===== src/rtl/sertx_pkg.sv =====
package sertx_pkg;

  localparam int DATA_W = 8;

  typedef enum logic [2:0] {
    ST_IDLE,
    ST_START,
    ST_DATA,
    ST_PAR,
    ST_STOP
  } tx_state_e;

  typedef struct packed {
    logic [1:0] wsel;
    logic       par_en;
    logic       par_odd;
    logic       stop_long;
  } tx_fmt_t;

  // number of data bits for a word-length code
  function automatic logic [3:0] word_bits(input logic [1:0] wsel);
    return 4'd5 + {2'b00, wsel};
  endfunction

  // stop time in sub-bit ticks
  function automatic logic [5:0] stop_len(input logic [1:0] wsel, input logic stop_long);
    if (!stop_long) return 6'd16;
    if (wsel == 2'd0) return 6'd24;
    return 6'd32;
  endfunction

  // parity bit over the active data bits
  function automatic logic par_bit(input logic [DATA_W-1:0] d, input logic [1:0] wsel,
                                   input logic odd);
    logic acc;
    acc = odd;
    for (int i = 0; i < DATA_W; i++) begin
      if (i < int'(word_bits(wsel))) acc = acc ^ d[i];
    end
    return acc;
  endfunction

endpackage


===== src/rtl/sertx_baud.sv =====
module sertx_baud #(
  parameter int DIV_W = 16
) (
  input  logic             clk,
  input  logic             rst_n,
  input  logic             clr,
  input  logic [DIV_W-1:0] divisor,
  output logic             tick
);

  logic [DIV_W-1:0] cnt_q;
  logic             div_zero;

  assign div_zero = (divisor == '0);
  assign tick     = !div_zero && (cnt_q >= divisor - DIV_W'(1));

  always_ff @(posedge clk or negedge rst_n) begin
    if (!rst_n) begin
      cnt_q <= '0;
    end else if (clr || div_zero || tick) begin
      cnt_q <= '0;
    end else begin
      cnt_q <= cnt_q + DIV_W'(1);
    end
  end

endmodule


===== src/rtl/sertx_hold.sv =====
module sertx_hold #(
  parameter int DEPTH = 16,
  parameter int DW    = 8,
  localparam int AW   = (DEPTH > 1) ? $clog2(DEPTH) : 1,
  localparam int CW   = $clog2(DEPTH + 1)
) (
  input  logic          clk,
  input  logic          rst_n,
  input  logic          clr,
  input  logic          deep,
  input  logic          wr_en,
  input  logic [DW-1:0] wr_data,
  input  logic          rd_en,
  output logic [DW-1:0] rd_data,
  output logic          empty,
  output logic          full,
  output logic [CW-1:0] level
);

  logic [DW-1:0] mem [DEPTH];
  logic [AW-1:0] wptr_q, rptr_q;
  logic [CW-1:0] level_q;
  logic [CW-1:0] cap;
  logic          push, pull;

  function automatic logic [AW-1:0] bump(input logic [AW-1:0] p);
    return (p == AW'(DEPTH - 1)) ? '0 : p + AW'(1);
  endfunction

  assign cap     = deep ? CW'(DEPTH) : CW'(1);
  assign full    = (level_q >= cap);
  assign empty   = (level_q == '0);
  assign push    = wr_en && !full;
  assign pull    = rd_en && !empty;
  assign rd_data = mem[rptr_q];
  assign level   = level_q;

  always_ff @(posedge clk) begin
    if (push) mem[wptr_q] <= wr_data;
  end

  always_ff @(posedge clk or negedge rst_n) begin
    if (!rst_n) begin
      wptr_q  <= '0;
      rptr_q  <= '0;
      level_q <= '0;
    end else if (clr) begin
      wptr_q  <= '0;
      rptr_q  <= '0;
      level_q <= '0;
    end else begin
      if (push) wptr_q <= bump(wptr_q);
      if (pull) rptr_q <= bump(rptr_q);
      if (push && !pull)      level_q <= level_q + CW'(1);
      else if (pull && !push) level_q <= level_q - CW'(1);
    end
  end

endmodule


===== src/rtl/sertx_frame.sv =====
module sertx_frame
  import sertx_pkg::*;
(
  input  logic              clk,
  input  logic              rst_n,
  input  logic              clr,
  input  logic              tick,
  input  logic              load,
  input  logic [DATA_W-1:0] ld_data,
  input  tx_fmt_t           ld_fmt,
  output logic              ready,
  output logic              busy,
  output logic              line
);

  tx_state_e         state_q;
  logic [5:0]        sub_q;
  logic [2:0]        bidx_q;
  logic [DATA_W-1:0] shreg_q;
  logic              par_q;
  tx_fmt_t           fmt_q;

  logic bit_end, last_data, frame_done;

  assign bit_end    = (state_q == ST_STOP) ? (sub_q == stop_len(fmt_q.wsel, fmt_q.stop_long) - 6'd1)
                                           : (sub_q == 6'd15);
  assign last_data  = ({1'b0, bidx_q} == word_bits(fmt_q.wsel) - 4'd1);
  assign frame_done = tick && (state_q == ST_STOP) && bit_end;
  assign ready      = (state_q == ST_IDLE) || frame_done;
  assign busy       = (state_q != ST_IDLE);

  always_comb begin
    case (state_q)
      ST_START: line = 1'b0;
      ST_DATA:  line = shreg_q[0];
      ST_PAR:   line = par_q;
      default:  line = 1'b1;
    endcase
  end

  always_ff @(posedge clk or negedge rst_n) begin
    if (!rst_n) begin
      state_q <= ST_IDLE;
      sub_q   <= '0;
      bidx_q  <= '0;
      shreg_q <= '0;
      par_q   <= 1'b0;
      fmt_q   <= '0;
    end else if (clr) begin
      state_q <= ST_IDLE;
      sub_q   <= '0;
      bidx_q  <= '0;
    end else if (load) begin
      state_q <= ST_START;
      sub_q   <= '0;
      bidx_q  <= '0;
      shreg_q <= ld_data;
      par_q   <= par_bit(ld_data, ld_fmt.wsel, ld_fmt.par_odd);
      fmt_q   <= ld_fmt;
    end else if (tick && busy) begin
      if (!bit_end) begin
        sub_q <= sub_q + 6'd1;
      end else begin
        sub_q <= '0;
        case (state_q)
          ST_START: state_q <= ST_DATA;
          ST_DATA: begin
            shreg_q <= shreg_q >> 1;
            if (last_data) state_q <= fmt_q.par_en ? ST_PAR : ST_STOP;
            else           bidx_q  <= bidx_q + 3'd1;
          end
          ST_PAR:  state_q <= ST_STOP;
          default: state_q <= ST_IDLE;
        endcase
      end
    end
  end

endmodule


===== src/rtl/sertx_core.sv =====
module sertx_core
  import sertx_pkg::*;
#(
  parameter int DEPTH = 16,
  parameter int DIV_W = 16,
  localparam int HALF = DIV_W / 2,
  localparam int CW   = $clog2(DEPTH + 1)
) (
  input  logic              clk,
  input  logic              rst_n,
  input  logic              tx_run,
  input  logic [HALF-1:0]   div_hi,
  input  logic [HALF-1:0]   div_lo,
  input  logic              fifo_mode,
  input  logic [1:0]        wsel,
  input  logic              par_en,
  input  logic              par_odd,
  input  logic              stop_long,
  input  logic              brk,
  input  logic              wr_valid,
  input  logic [DATA_W-1:0] wr_data,
  output logic              txd,
  output logic              thr_empty,
  output logic              tx_empty
);

  // named internal events, observed by the bound checker
  logic              clr, tick, pop, ready, busy, line;
  logic              hold_empty, hold_full;
  logic [CW-1:0]     hold_level;
  logic [DATA_W-1:0] hold_data;
  logic [DIV_W-1:0]  div_val;
  tx_fmt_t           fmt;

  assign clr     = !tx_run;
  assign div_val = {div_hi, div_lo};
  assign fmt     = '{wsel: wsel, par_en: par_en, par_odd: par_odd, stop_long: stop_long};
  assign pop     = tx_run && ready && !hold_empty;

  sertx_baud #(.DIV_W(DIV_W)) u_baud (
    .clk     (clk),
    .rst_n   (rst_n),
    .clr     (clr),
    .divisor (div_val),
    .tick    (tick)
  );

  sertx_hold #(.DEPTH(DEPTH), .DW(DATA_W)) u_hold (
    .clk     (clk),
    .rst_n   (rst_n),
    .clr     (clr),
    .deep    (fifo_mode),
    .wr_en   (wr_valid && tx_run),
    .wr_data (wr_data),
    .rd_en   (pop),
    .rd_data (hold_data),
    .empty   (hold_empty),
    .full    (hold_full),
    .level   (hold_level)
  );

  sertx_frame u_frame (
    .clk     (clk),
    .rst_n   (rst_n),
    .clr     (clr),
    .tick    (tick),
    .load    (pop),
    .ld_data (hold_data),
    .ld_fmt  (fmt),
    .ready   (ready),
    .busy    (busy),
    .line    (line)
  );

  assign txd       = brk ? 1'b0 : (tx_run ? line : 1'b1);
  assign thr_empty = hold_empty;
  assign tx_empty  = hold_empty && !busy;

endmodule


===== config.mk =====
export PLATFORM = sky130hd
export DESIGN_NAME = sertx_core
export DESIGN_NICKNAME = d
export VERILOG_FILES = /design/src/rtl/sertx_pkg.sv /design/src/rtl/sertx_baud.sv /design/src/rtl/sertx_hold.sv /design/src/rtl/sertx_frame.sv /design/src/rtl/sertx_core.sv
export SDC_FILE = /design/constraint.sdc
export NUM_CORES = 1
export LEC_CHECK = 0
export BUFFER_PORTS_ARGS = -buffer_cell sky130_fd_sc_hd__buf_2
export CAP_MARGIN = 20
export CELL_PAD_IN_SITES_DETAIL_PLACEMENT = 0
export CELL_PAD_IN_SITES_GLOBAL_PLACEMENT = 2
export CORE_MARGIN = 3
export CORE_UTILIZATION = 36
export CTS_BUF_LIST = sky130_fd_sc_hd__clkbuf_4 sky130_fd_sc_hd__clkbuf_8
export CTS_CLUSTER_DIAMETER = 50
export DETAILED_ROUTE_END_ITERATION = 7
export PLACE_DENSITY_LB_ADDON = 0.08
export RECOVER_POWER = 25
export SYNTH_ARGS = -nofsm -noshare
export SYNTH_HDL_FRONTEND = slang
export SYNTH_SLANG_ARGS = --single-unit

===== constraint.sdc =====
create_clock -name clk -period 5.9 [get_ports clk]
set_clock_uncertainty 0.05 [all_clocks]
set_input_delay 0.59 -clock clk [delete_from_list [all_inputs] [get_ports clk]]
set_output_delay 0.59 -clock clk [all_outputs]
set_load 0.02 [all_outputs]

==> run metrics <==
slew margin rel.=about 40%; clock slew seen by the registers of the worst setup and hold paths=roughly 0.12 ns; global-route wire length before repair=between 20 and 30 mm; Reg area=5200 µm²; gate count of the mapped netlist=592; Slew @ Worst Pin=approximately 0.89 ns; dominant synthesized flop cell=edfxtp_1; Final Cell Area=around 9500 µm²; vias in the first global route=approximately 5k; Pins Over Slew Limit=0; CTS HTree Levels=4; Detail Placement HPWL=12.5 mm; count leader, synth=edfxtp_1; CTS Sinks=approximately 180; CTS root buf=clkbuf_8; Diodes inserted=0; leak pwr=between 3 and 4 nW; largest net degree at the start of global routing=between 50 and 60; IO buf count=37; status=finished, final reports clean; total global-route track usage=roughly 15%; FFs w/ async S/R, synth=between 20% and 30%; die width=approximately 160 µm; mapped cell area=8580 µm²; post-layout net count=roughly 700; GR Layer Usage met3=a little over 3%; Placement Rows=55; pwr/cell area=between 300 and 400 nW/µm²; leading area contributor after synthesis=edfxtp_1; sequential area share after synthesis=between 60% and 70%; WL final=~19 mm; CP max FO=9; Netlist cell types=60; # Max-Cap Violations=0; fin crit period=~4.6 ns; share of layout cells above drive strength 1=roughly 18%; Sw Share=between 30% and 40%; Max Clk Rate=~220 MHz; crit path launch type=input pin; Routed Antenna Nets=0; Place WS=between 0.7 and 0.8 ns; worst-skew pair later-pin latency=0.47 ns; top cells by area, synth=edfxtp_1 45%, dfrtp_1 16%, mux4_2 6.3%; Post-synth top cells=128 x edfxtp_1, 54 x dfrtp_1, 41 x nand2_1, 41 x nor2_1, 30 x ha_1; GPL Wtd Cong=slightly above 0.7; min-delay worst type=input pin to async pin; Seq pwr share=47.0%; area growth from synthesis to layout=10.7%; DRT iter0 DRCs=around 250; met1 Usage GRT=between 15 and 20%; vias per cell=~5.0; Core Region=23100 µm²; Die Area=~26000 µm²; initial antenna violation count=0; hold slack=roughly 0.19 ns; Clock Power Share=26.2%; Worst EP required=approximately 6.2 ns; Ports=38; fillers=approximately 2.2k; post-CTS setup buffers=0; cts bufs inserted=17; Ys Warns=0; Resized cells post-CTS=0; crit path capture type=flop; Final period util=about four fifths; Initial DRT Pass Iterations=4; Hold Vio Cnt, Final=0; worst-case clock buffer depth=2; met2 Track Usage GR=between 20% and 30%; setup TNS=0 ns; Most Crowded Layer GR=met2; Synth top area share=44.8%; CP arrival=4.97 ns; flops & latches, synth=around 180; via count=roughly 4.8k; drt wl/cell=19.2 µm; CTS tree=built; Placed Area=9100 µm²; Synth Area per Inst=14.5 µm²; Power Internal=~2.2 mW; Peak VDD IR=roughly 0.15 mV; Net Switching=around 1.1 mW; Final setup viols=0; multi-input logic area=roughly 3200 µm²; Remaining Overflow, GRT=0; DRC=0; starting density of the core=37.2%; height of the chip=~160 µm; worst setup margin=1.27 ns; Net Count, Synth=roughly 660; unrepaired setup endpoints after global routing=false; EDFF count, synth=128; Logic pwr share=between 20% and 30%; CTS Hold Bufs=0; final core utilization=41.2%; CP Class=input pin to flop
[registers in the layout, summed over array words and instances, names as in the netlist]
register / flops
u_baud.cnt_q: 16
u_frame.state_q: 3
u_hold.mem: 128
u_frame.fmt_q: 4
u_frame.par_q: 1
u_frame.shreg_q: 8
u_hold.rptr_q: 4
u_hold.level: 5
u_frame.sub_q: 6
u_frame.bidx_q: 3
u_hold.wptr_q: 4
[layout make-up]
type / instances / area share [%]
Timing Repair Buffer: 44 / 2.40
Multi-Input combinational cell: 376 / 33.9
Sequential cell: 182 / 54.7
Clock buffer: 17 / 2.46
Clock inverter: 15 / 1.81
Inverter: 15 / 0.593
Tap cell: 313 / 4.12
[per-layer routing]
| metal | wire, µm | part of all wire, % |
|---|---|---|
| met1 | 8520 | 46 |
| met2 | 9260 | 50 |
| met3 | 550 | 3.0 |
| met4 | 172 | 0.93 |
| met5 | 0 | 0 |
[critical path, stage by stage]
cell and delay [ns]:
buf_2 0.13, nor4_1 0.45, nor4b_1 0.30, buf_4 0.18, nand2_1 0.09, nor4_1 0.28, xnor2_1 0.13, ha_1 0.31
a21o_1 0.11, a21o_1 0.10, a21oi_1 0.09, a21oi_1 0.23, nand2_1 0.10, o21ai_2 0.39, nand3_2 0.13, nand2_1 0.17
inv_1 0.07, fa_1 0.42, inv_1 0.08, a21o_1 0.11, a21oi_1 0.08, a32oi_1 0.24, mux2i_1 0.20
[final timing paths]
check                           cells past startpoint            start  slack, ns                to
worst max register to register                     17  u_baud.cnt_q[0]       2.11   u_hold.level[4]
max in group asynchronous                           2            rst_n       5.05  u_hold.rptr_q[0]
worst min register to register                      2    u_frame.par_q       0.47     u_frame.par_q
worst max-delay path                               23        div_lo[2]       1.27   u_hold.level[4]
min in group clk                                    2        stop_long       0.30  u_frame.fmt_q[0]
worst min-delay path                                2            rst_n       0.19  u_baud.cnt_q[10]
[cell families after synthesis]
kind of cell | Yosys count | synth area share [%]
AOI/OAI and AO/OA | 74 | 5.98
xor gates and xnor gates | 47 | 5.05
adders and majority gates | 31 | 4.61
buffers and inverters | 34 | 1.93
DFF | 182 | 60.6
muxes | 52 | 11.8
and+or+nand+nor | 172 | 10.1
[power groups by stage]
stage | combinational (mW) | clock [mW] | sequential [mW]
2_1_floorplan | 0.722 | 0 | 1.51
6_report | 0.881 | 0.863 | 1.55
4_1_cts | 0.901 | 0.895 | 1.55
3_3_place_gp | 0.890 | 0 | 1.58
3_5_place_dp | 0.897 | 0 | 1.58
5_1_grt | 0.971 | 0.947 | 1.56
[layout by cell type, fill, tap and decap left out, types with 3 or more instances in the layout]
cell and instances:
mux4_1 11, xnor2_1 25, mux2_2 11, clkbuf_8 17
nand2_1 41, and3_1 12, buf_2 29, or3b_2 3
nor3_1 9, nor4_1 3, buf_4 7, nand4_1 6
o31ai_1 3, inv_6 3, edfxtp_1 128, nand3_1 18
nand2b_1 5, and2_1 14, a221oi_1 5, xor2_1 20
mux2i_1 6, dfrtp_1 53, ha_1 30, o21ai_1 4
or3_1 4, nor2_1 41, nor2b_1 7, a22o_1 5
a21o_1 10, inv_8 5, mux4_2 24, o21ai_0 11
clkbuf_1 8, a21oi_1 18, inv_1 15
[metrics by stage]
step,std cells,total power [mW]
after floorplan,592,2.24
after global placement,930,2.47
after detailed placement,930,2.48
after CTS,962,3.35
after global routing,962,3.48
final,962,3.29
(Power assumes the default switching activity.)
